[src/rtl/scan_trk_pkg.sv]
package scan_trk_pkg;
    typedef enum logic [1:0] {
        ST_SEEK   = 2'd0,
        ST_WINDOW = 2'd1,
        ST_GAP    = 2'd2
    } trk_state_e;
endpackage

[src/rtl/scan_edge_sync.sv]
module scan_edge_sync #(
    parameter int STAGES = 2
) (
    input  logic clk,
    input  logic rst_n,
    input  logic raw_i,
    output logic fall_o,
    output logic rise_o
);
    logic [STAGES-1:0] chain_q;
    logic              last_q;

    generate
        if (STAGES == 1) begin : g_one
            always_ff @(posedge clk or negedge rst_n) begin
                if (!rst_n) chain_q <= '0;
                else        chain_q <= raw_i;
            end
        end else begin : g_many
            always_ff @(posedge clk or negedge rst_n) begin
                if (!rst_n) chain_q <= '0;
                else        chain_q <= {chain_q[STAGES-2:0], raw_i};
            end
        end
    endgenerate

    always_ff @(posedge clk or negedge rst_n) begin
        if (!rst_n) last_q <= 1'b0;
        else        last_q <= chain_q[STAGES-1];
    end

    assign fall_o = last_q & ~chain_q[STAGES-1];
    assign rise_o = ~last_q & chain_q[STAGES-1];
endmodule

[src/rtl/scan_meas_fsm.sv]
module scan_meas_fsm
    import scan_trk_pkg::*;
#(
    parameter int CNT_W = 16,
    parameter int TOL   = 1
) (
    input  logic             clk,
    input  logic             rst_n,
    input  logic             fall_i,
    input  logic             rise_i,
    output logic [CNT_W-1:0] period_o,
    output logic [CNT_W-1:0] width_o,
    output logic [CNT_W-1:0] phase_o,
    output logic             valid_o,
    output logic             window_o,
    output logic             win_end_o
);
    localparam logic [CNT_W-1:0] TOL_V  = CNT_W'(TOL);
    localparam logic [CNT_W-1:0] CNT_MAX = '1;

    trk_state_e       state_q, state_d;
    logic [CNT_W-1:0] phase_q, period_q, width_q, width_cur_q, meas;
    logic             valid_q, have_ref_q;
    logic             timeout, close_evt, end_evt, drop_evt;

    function automatic logic near(input logic [CNT_W-1:0] a, input logic [CNT_W-1:0] b);
        logic [CNT_W-1:0] d;
        d = (a > b) ? (a - b) : (b - a);
        return d <= TOL_V;
    endfunction

    assign meas    = (phase_q == CNT_MAX) ? CNT_MAX : phase_q + 1'b1;
    assign timeout = have_ref_q && ({1'b0, phase_q} >= {period_q, 1'b0});

    // next state and event decode
    always_comb begin
        state_d = state_q;
        unique case (state_q)
            ST_SEEK:   if (fall_i) state_d = ST_WINDOW;
            ST_WINDOW: if (rise_i) state_d = ST_GAP;
                       else if (timeout) state_d = ST_SEEK;
            ST_GAP:    if (fall_i) state_d = ST_WINDOW;
                       else if (timeout) state_d = ST_SEEK;
            default:   state_d = ST_SEEK;
        endcase
    end

    assign close_evt = (state_q == ST_GAP) && fall_i;
    assign end_evt   = (state_q == ST_WINDOW) && rise_i;
    assign drop_evt  = (state_d == ST_SEEK) && (state_q != ST_SEEK);

    // state register
    always_ff @(posedge clk or negedge rst_n) begin
        if (!rst_n) state_q <= ST_SEEK;
        else        state_q <= state_d;
    end

    // measurement registers
    always_ff @(posedge clk or negedge rst_n) begin
        if (!rst_n) begin
            phase_q     <= '0;
            period_q    <= '0;
            width_q     <= '0;
            width_cur_q <= '0;
            valid_q     <= 1'b0;
            have_ref_q  <= 1'b0;
        end else begin
            phase_q <= fall_i ? '0 : meas;
            if (end_evt) width_cur_q <= meas;
            if (close_evt) begin
                period_q   <= meas;
                width_q    <= width_cur_q;
                valid_q    <= have_ref_q && near(meas, period_q) && near(width_cur_q, width_q);
                have_ref_q <= 1'b1;
            end else if (drop_evt) begin
                valid_q    <= 1'b0;
                have_ref_q <= 1'b0;
            end
        end
    end

    assign period_o  = period_q;
    assign width_o   = width_q;
    assign phase_o   = phase_q;
    assign valid_o   = valid_q;
    assign window_o  = (state_q == ST_WINDOW);
    assign win_end_o = end_evt;
endmodule

[src/rtl/scan_trig_pulse.sv]
module scan_trig_pulse #(
    parameter int TRIG_LEN = 4
) (
    input  logic clk,
    input  logic rst_n,
    input  logic fire_i,
    output logic trig_o
);
    localparam int TW = $clog2(TRIG_LEN + 1);

    logic [TW-1:0] left_q;

    always_ff @(posedge clk or negedge rst_n) begin
        if (!rst_n)              left_q <= '0;
        else if (fire_i)         left_q <= TW'(TRIG_LEN);
        else if (left_q != '0)   left_q <= left_q - 1'b1;
    end

    assign trig_o = (left_q != '0);
endmodule

[src/rtl/scan_tracker.sv]
module scan_tracker #(
    parameter int CNT_W       = 16,
    parameter int TOL         = 1,
    parameter int TRIG_LEN    = 4,
    parameter int SYNC_STAGES = 2
) (
    input  logic             clk,
    input  logic             rst_n,
    input  logic             scan_in,
    input  logic             trig_en,
    output logic [CNT_W-1:0] period_o,
    output logic [CNT_W-1:0] width_o,
    output logic [CNT_W-1:0] phase_o,
    output logic             valid_o,
    output logic             window_o,
    output logic             trig_o
);
    logic fall, rise, win_end;

    scan_edge_sync #(.STAGES(SYNC_STAGES)) u_sync (
        .clk    (clk),
        .rst_n  (rst_n),
        .raw_i  (scan_in),
        .fall_o (fall),
        .rise_o (rise)
    );

    scan_meas_fsm #(.CNT_W(CNT_W), .TOL(TOL)) u_fsm (
        .clk       (clk),
        .rst_n     (rst_n),
        .fall_i    (fall),
        .rise_i    (rise),
        .period_o  (period_o),
        .width_o   (width_o),
        .phase_o   (phase_o),
        .valid_o   (valid_o),
        .window_o  (window_o),
        .win_end_o (win_end)
    );

    scan_trig_pulse #(.TRIG_LEN(TRIG_LEN)) u_trig (
        .clk    (clk),
        .rst_n  (rst_n),
        .fire_i (win_end & trig_en),
        .trig_o (trig_o)
    );
endmodule

[config.mk]
export PLATFORM = sky130hd
export DESIGN_NAME = scan_tracker
export DESIGN_NICKNAME = d
export VERILOG_FILES = /design/src/rtl/scan_trk_pkg.sv /design/src/rtl/scan_edge_sync.sv /design/src/rtl/scan_meas_fsm.sv /design/src/rtl/scan_trig_pulse.sv /design/src/rtl/scan_tracker.sv
export SDC_FILE = /design/constraint.sdc
export NUM_CORES = 1
export LEC_CHECK = 0
export BUFFER_PORTS_ARGS = -buffer_cell sky130_fd_sc_hd__buf_2
export CAP_MARGIN = 20
export CORE_MARGIN = 5
export CORE_UTILIZATION = 45
export CTS_CLUSTER_SIZE = 16
export DETAILED_ROUTE_END_ITERATION = 16
export GPL_TIMING_DRIVEN = 0
export PLACE_DENSITY = 0.71
export SLEW_MARGIN = 25
export SYNTH_ARGS = -nofsm -noshare
export SYNTH_HDL_FRONTEND = slang
export SYNTH_SLANG_ARGS = --single-unit
[constraint.sdc]
create_clock -name clk -period 8.6 [get_ports clk]
set_input_delay 1.29 -clock clk [delete_from_list [all_inputs] [get_ports clk]]
set_output_delay 1.29 -clock clk [all_outputs]
set_load 0.01 [all_outputs]
Word-level counts from Yosys, hierarchy flattened
Index checks and enable logic that the tools add are counted.
{"block": "totals", "regBits": 74, "latch_bits": 0, "mem_bits_ro": 0, "ramBits": 0, "input_bits": 4, "mem_count": 0, "out_inout_bits": 51}
{"block": "classes", "bitwise": 5, "n_lt_le_gt_ge": 5, "n_mux": 14, "n_mul": 0, "add_sub_neg": 6, "n_shift": 0, "div_mod_pow": 0, "n_eq_ne": 3, "n_reduce_logical": 12}
{"op": "two-way mux 16 bit", "count": 4}
{"op": "subtractor 16 bit", "count": 4}
{"op": "> comparator 16 bit", "count": 2}
{"op": "<= comparator 16 x 1 -> 1 bit (second input constant)", "count": 2}
{"op": "greater-or-equal comparator 16 x 17 -> 1 bit", "count": 1}
{"op": "adder 16 x 1 -> 16 bit (second input constant)", "count": 1}
{"op": "== test 16 bit (second input constant)", "count": 1}
{"op": "two-way mux 2 bit", "count": 4}
{"op": "logical AND 1 bit", "count": 6}
{"op": "two-way mux 3 bit", "count": 2}
{"op": "case mux 2 bit (3 select lines)", "count": 1}
{"op": "nonzero test 2 bit", "count": 3}
{"op": "logical NOT 2 bit", "count": 2}
{"op": "AND 1 bit", "count": 3}
{"op": "two-way mux 1 bit", "count": 3}
{"op": "nonzero test 3 bit", "count": 1}
{"op": "subtractor 3 x 1 -> 3 bit (second input constant)", "count": 1}
{"op": "== test 2 x 1 -> 1 bit (second input constant)", "count": 1}
{"op": "== test 2 bit (second input constant)", "count": 1}
{"op": "NOT 1 bit", "count": 2}

Longest topological paths before layout
{"block": "logic_depth", "depth_word": 9, "mapped_depth": 20, "ltp_nobuf": 19}

Modules after synthesis
A second synthesis with hierarchy kept.
{"block": "unflattened", "cells_unflattened": 818, "area_unflattened_um2": 6577.6}
{"mod": "scan_meas_fsm", "area_each_um2": 6303.5, "seq_area_each_um2": 1701.6, "cells_each": 796, "n_inst": 1}
{"mod": "scan_trig_pulse", "area_each_um2": 177.7, "seq_area_each_um2": 75.1, "cells_each": 16, "n_inst": 1}
{"mod": "scan_edge_sync", "area_each_um2": 90.1, "seq_area_each_um2": 75.1, "cells_each": 5, "n_inst": 1}
{"mod": "scan_tracker", "area_each_um2": 6.3, "seq_area_each_um2": 0.0, "cells_each": 1, "n_inst": 1}

Worst setup path before layout
Ideal clock, no wire load.
{"block": "synth_path", "path_type": "reg2reg", "from": "reg u_fsm.phase_q[7] (netlist: u_fsm.phase_o[7])", "to": "reg u_fsm.valid_q (netlist: u_fsm.valid_o)", "path_buffers": 0, "arrival_ns": 4.087, "required_time_ns": 8.534, "setup_ns": 0.066, "path_stages_with_launch": 19, "path_slack_ns": 4.447, "period_less_slack_ns": 4.153, "path_cell_list": "dfrtp_1 > and3_1 > and3_1 > nand3_1 > nor2_1 > nand3_1 > nand2_1 > inv_1 > ha_1 > fa_1 > xnor2_1 > a221oi_1 > o2111ai_1 > or4_1 > o41ai_1 > nand4bb_1 > a2111oi_2 > nand4_1 > nand2_1"}
{"block": "synth_between", "elab_chain_cells": 8}
{"item": "start: declaration", "line_no": "scan_meas_fsm.sv:22", "text": "logic [CNT_W-1:0] phase_q, period_q, width_q, width_cur_q, meas;"}
{"item": "start signal: assignment", "line_no": "scan_meas_fsm.sv:68", "text": "phase_q <= fall_i ? '0 : meas;"}
{"item": "== test 16 bit (*)", "line_no": "scan_meas_fsm.sv:32", "text": "assign meas = (phase_q == CNT_MAX) ? CNT_MAX : phase_q + 1'b1;"}
{"item": "two-way mux 16 bit (*)", "line_no": "scan_meas_fsm.sv:32"}
{"item": "via u_fsm.meas[0]", "line_no": "scan_meas_fsm.sv:22"}
{"item": "subtractor 16 bit / > comparator 16 bit (equally long branches)", "line_no": "scan_meas_fsm.sv:28", "text": "d = (a > b) ? (a - b) : (b - a);"}
{"item": "two-way mux 16 bit (*)", "line_no": "scan_meas_fsm.sv:28"}
{"item": "<= comparator 16 x 1 -> 1 bit (*)", "line_no": "scan_meas_fsm.sv:29", "text": "return d <= TOL_V;"}
{"item": "logical AND 1 bit (*) (2 in a row)", "line_no": "scan_meas_fsm.sv:73", "text": "valid_q <= have_ref_q && near(meas, period_q) && near(width_cur_q, width_q);"}
{"item": "two-way mux 1 bit (*)", "line_no": "scan_meas_fsm.sv:70", "text": "if (close_evt) begin"}
{"item": "end signal: assignment", "line_no": "scan_meas_fsm.sv:73"}
{"item": "end: declaration", "line_no": "scan_meas_fsm.sv:23", "text": "logic valid_q, have_ref_q;"}
Mark *: on every way through the listed nets, which the timed path passes. The rest lies on a longest branch.
A chain may end at the register's enable or synchronous reset.

Final worst setup path
{"block": "layout_path", "from": "reg u_fsm.phase_q[7] (netlist: u_fsm.phase_o[7])", "to": "reg u_fsm.valid_q (netlist: u_fsm.valid_o)"}
{"block": "layout_between", "elab_chain_cells": 8}
{"item": "adder 16 x 1 -> 16 bit / == test 16 bit (equally long branches)", "line_no": "scan_meas_fsm.sv:32"}
{"item": "two-way mux 16 bit (*)", "line_no": "scan_meas_fsm.sv:32"}
{"item": "via u_fsm.meas[13]", "line_no": "scan_meas_fsm.sv:22"}
{"item": "subtractor 16 bit / > comparator 16 bit (equally long branches)", "line_no": "scan_meas_fsm.sv:28"}
{"item": "two-way mux 16 bit (*)", "line_no": "scan_meas_fsm.sv:28"}
{"item": "<= comparator 16 x 1 -> 1 bit (*)", "line_no": "scan_meas_fsm.sv:29"}
{"item": "logical AND 1 bit (*) (2 in a row)", "line_no": "scan_meas_fsm.sv:73"}
{"item": "two-way mux 1 bit (*)", "line_no": "scan_meas_fsm.sv:70"}
Marked as above.

==> impl_summary.log <==
[metrics] vias in the first global route: around 6000
[metrics] Final Critical Period: about 5.2 ns
[metrics] clock tree from TritonCTS: yes
[metrics] worst voltage drop across the vdd grid: 205.6 uV
[metrics] vertical extent of the die: between 100 and 150 microns
[metrics] cell at the root of the clock tree: clkbuf_16
[metrics] final setup TNS: 0 ns
[metrics] critical path type: register to register
[metrics] unrepaired setup endpoints after global routing: no
[metrics] internal power: 0.001477 W
[metrics] cell chain of the critical path: and3_1 -> and3_1 -> nand3_1 -> nor2_1 -> nand3_1 -> and2_0 -> inv_1 -> ha_1 -> clkbuf_1 -> a21oi_1 -> o21ai_0 -> a2111oi_0 -> a21oi_1 -> a311o_1 -> a21o_1 -> a2111oi_2 -> nand4_1 -> nand2_1
[metrics] initial antenna violation count: 0
[metrics] run status: finished clean
[metrics] hold-fix buffers at CTS: 0
[metrics] Hold WS: about 0.35 ns
[metrics] Async SR Flop Fraction: 100.0%
[metrics] post-synth top area cell: dfrtp_1
[metrics] proportion of netlist area held by the largest area contributor: 27.57%
[metrics] via count normalized by instance count: between 5 and 6
[metrics] placement row count: 44
[metrics] Seq cells post-synth: 74
[metrics] port bufs: 54
[metrics] Die Wd: between 100 and 150 microns
[metrics] switching component of the power: between 0.001 and 0.0015 W
[metrics] antenna diode count: 0
[metrics] Syn Inst Count: 842
[metrics] clock buffer count from CTS: 9
[metrics] capturing element type of the critical path: register
[metrics] number of warnings reported in the yosys synthesis log: 0
[metrics] detailed-route wire length per cell: between 15 and 20 microns
[metrics] cell area after layout: about 7600 sq um
[metrics] switch share: ~44%
[metrics] max-cap viol count: 0
[metrics] fraction of the core area covered by cells at the end of the flow: ~52%
[metrics] Comb pwr share: 66.3%
[metrics] fraction of final layout cells with drive strength greater than 1: 11.17%
[metrics] Final Max Tran Viols: 0
[metrics] Worst Path Arrival: between 5 and 6 ns
[metrics] final count of negative-setup-slack endpoints: 0
[metrics] number of enable-type register cells in the synthesized netlist: 0
[metrics] number of nets in the synthesized netlist: between 900 and 1000
[metrics] Pre-antenna DRT Iters: 5
[metrics] relative area change from synthesis to final layout: 12.89%
[metrics] Detailed Route Iter0 Violations: 596
[metrics] largest net degree at the start of global routing: 46
[metrics] Main synth FF type: dfrtp_1
[metrics] H-tree depth: 3
[metrics] Boundary Pins: 55
[metrics] quantity of gates resized following cts: 0
[metrics] Crit-path slowest cell: a2111oi_0
[metrics] Sinks on Clock Net: between 70 and 80
[metrics] clock slew seen by the registers of the worst setup and hold paths: 0.06 ns
[metrics] commonest cells after routing, fill and taps aside: nand2_1, inv_1, o21ai_0
[metrics] area enclosed by the die boundary: around 17000 sq um
[metrics] GRT Overall Usage: a little over a fifth
[metrics] Clk pwr share: 16.7%
[metrics] Placed Instance Area: 7239 sq um
[metrics] drt total wl: about 18000 microns
[metrics] sequential area share after synthesis: about 28%
[metrics] number of remaining DRC errors: 0
[metrics] deepest clock path buffer count: 2
[metrics] Max transition margin: just under 50%
[metrics] overall via count from detail_route: 6251
[metrics] Leak Pwr: between 3 and 4 nW
[metrics] Starting Density: approximately 46%
[metrics] Post-CTS Repair Setup Buffers: 0
[metrics] crit-path max cell delay: about 0.56 ns
[metrics] Congestion Overflow GR: 0
[metrics] fraction of the cycle the final worst path needs: approximately three fifths
[metrics] number of routed nets with antenna violations: 0
[metrics] class of the tightest hold or removal check: register to register
[metrics] nets: approximately 1000
[metrics] dpl ws: 3.404 ns
[metrics] sequential power share: around 17%
[metrics] leading cell type in the layout, fill and taps excluded: nand2_1
[metrics] power density over cell area: about 350 nW/um^2
[metrics] setup skew after layout: 0.005322 ns
[metrics] distinct cell type count after synthesis: between 70 and 80
[metrics] Worst setup SP type: register
[metrics] first-pass GRT wire length: approximately 30000 microns
[metrics] Final Hold Violating Endpoints: 0
[metrics] Post-Syn Area per Cell: about 8 sq um
[metrics] Clk Latency, worst-skew pair: approximately 0.35 ns
[metrics] CP required: between 8 and 9 ns
[metrics] Critical Path Fanout Max: 9
[metrics] slew at the pin closest to its max-slew limit: 0.7589 ns
[metrics] Filler Cell Count: approximately 1400
[metrics] Setup WS post-layout: roughly 3.4 ns
[metrics] Std-Cell Core Area: about 15000 sq um
[metrics] fmax: about 190 MHz
[metrics] netlist area before placement: between 6000 and 7000 sq um
[metrics] placed wire-length estimate: between 10000 and 15000 microns
[metrics] top post-synthesis cells by area: dfrtp_1, ha_1, o21ai_0, nand2_1, inv_1
[metrics] routability congestion estimate: roughly 0.92
logic make-up after synthesis:
kind of cell / count (synthesis) / share of synthesized area (%)
simple gates: 266 / 19.32
compound gates: 250 / 23.57
buf+inv: 124 / 7.340
fa+ha+maj: 84 / 16.10
flops: 74 / 27.57
xor+xnor: 28 / 3.651
mux: 16 / 2.459
power by group through the flow:
stage | Sequential, W | Clock [W] | Combinational, W
final | 0.000448 | 0.000442 | 0.00175
after global routing | 0.000458 | 0.000464 | 0.00193
after CTS | 0.000448 | 0.000449 | 0.00174
after detailed placement | 0.000454 | 0 | 0.00172
after global placement | 0.000452 | 0 | 0.00171
after floorplan | 0.000452 | 0 | 0.00136
path summary, 6_finish.rpt:
path / startpoint / endpoint / slack (ns) / depth (start not counted)
min in group asynchronous: rst_n / u_fsm.width_o[7]$_DFFE_PN0P_ / 0.94 / 1
hold reg to reg: u_sync.chain_q[0]$_DFF_PN0_ / u_sync.chain_q[1]$_DFF_PN0_ / 0.35 / 0
setup / recovery: u_fsm.phase_o[7]$_DFF_PN0_ / u_fsm.valid_o$_DFFE_PN0P_ / 3.37 / 18
max in group asynchronous: rst_n / u_fsm.phase_o[6]$_DFF_PN0_ / 7.09 / 2
hold / removal: u_sync.chain_q[0]$_DFF_PN0_ / u_sync.chain_q[1]$_DFF_PN0_ / 0.35 / 0
setup reg to reg: u_fsm.phase_o[7]$_DFF_PN0_ / u_fsm.valid_o$_DFFE_PN0P_ / 3.37 / 18
metrics by stage:
stage | instances | power, W
6_report | 1097 | 0.002642
5_1_grt | 1097 | 0.002856
4_1_cts | 1097 | 0.002634
3_5_place_dp | 1081 | 0.002177
3_3_place_gp | 1080 | 0.002162
2_1_floorplan | 842 | 0.001814
state kept, by name (all words and copies together), names as in the netlist:
name,flops
u_fsm.have_ref_q,1
u_fsm.phase_o,16
u_sync.chain_q,2
u_fsm.width_o,16
u_trig.left_q,3
u_fsm.period_o,16
u_fsm.state_q,2
u_fsm.valid_o,1
u_sync.last_q,1
u_fsm.width_cur_q,16
worst max-delay path: cells and delay by family, from the launching register on:
| family | cells | cell delay, ns |
|---|---|---|
| AO/OA/AOI/OAI | 7 | 2.13 |
| AND/OR/NAND/NOR | 8 | 2.03 |
| flip-flops | 1 | 0.46 |
| buffers and inverters | 2 | 0.33 |
| adder cells (fa/ha/maj) | 1 | 0.22 |
synth_stat cells, drive strengths merged, types with 5 or more instances:
library cell / number
nand2: 90
inv: 85
o21ai: 84
ha: 80
dfrtp: 74
nor2: 62
a21oi: 58
clkbuf: 26
nand3: 19
xnor2: 19
a21o: 14
a31oi: 14
buf: 13
mux2i: 12
nor2b: 12
nor3: 12
o21a: 12
and3: 11
nand2b: 10
nand4: 10
a211oi: 9
xor2: 9
and2: 8
o211ai: 7
a2111oi: 5
nor4: 5
o21bai: 5
or2: 5
routing by layer:
metal | up-vias | track usage (%) | part of all wire [%]
li1 | 3102 | - | -
met1 | 2938 | 28.44 | 47
met2 | 185 | 33.44 | 45
met3 | 26 | 2.939 | 5.1
met4 | 0 | 7.919 | 2.5
met5 | - | 0 | 0
area by class of cell:
| class | count | area, sq um | area share (%) |
|---|---|---|---|
| multi-input combinational | 644 | 4372 | 57.66 |
| sequential | 74 | 1852 | 24.42 |
| inverter | 85 | 319.1 | 4.208 |
| timing repair buffer | 55 | 292.8 | 3.861 |
| tap | 184 | 230.2 | 3.036 |
| clock buffer | 9 | 225.2 | 2.970 |
| buffer | 39 | 173.9 | 2.294 |
| clock inverter | 7 | 117.6 | 1.551 |
(Power assumes the default switching activity.)
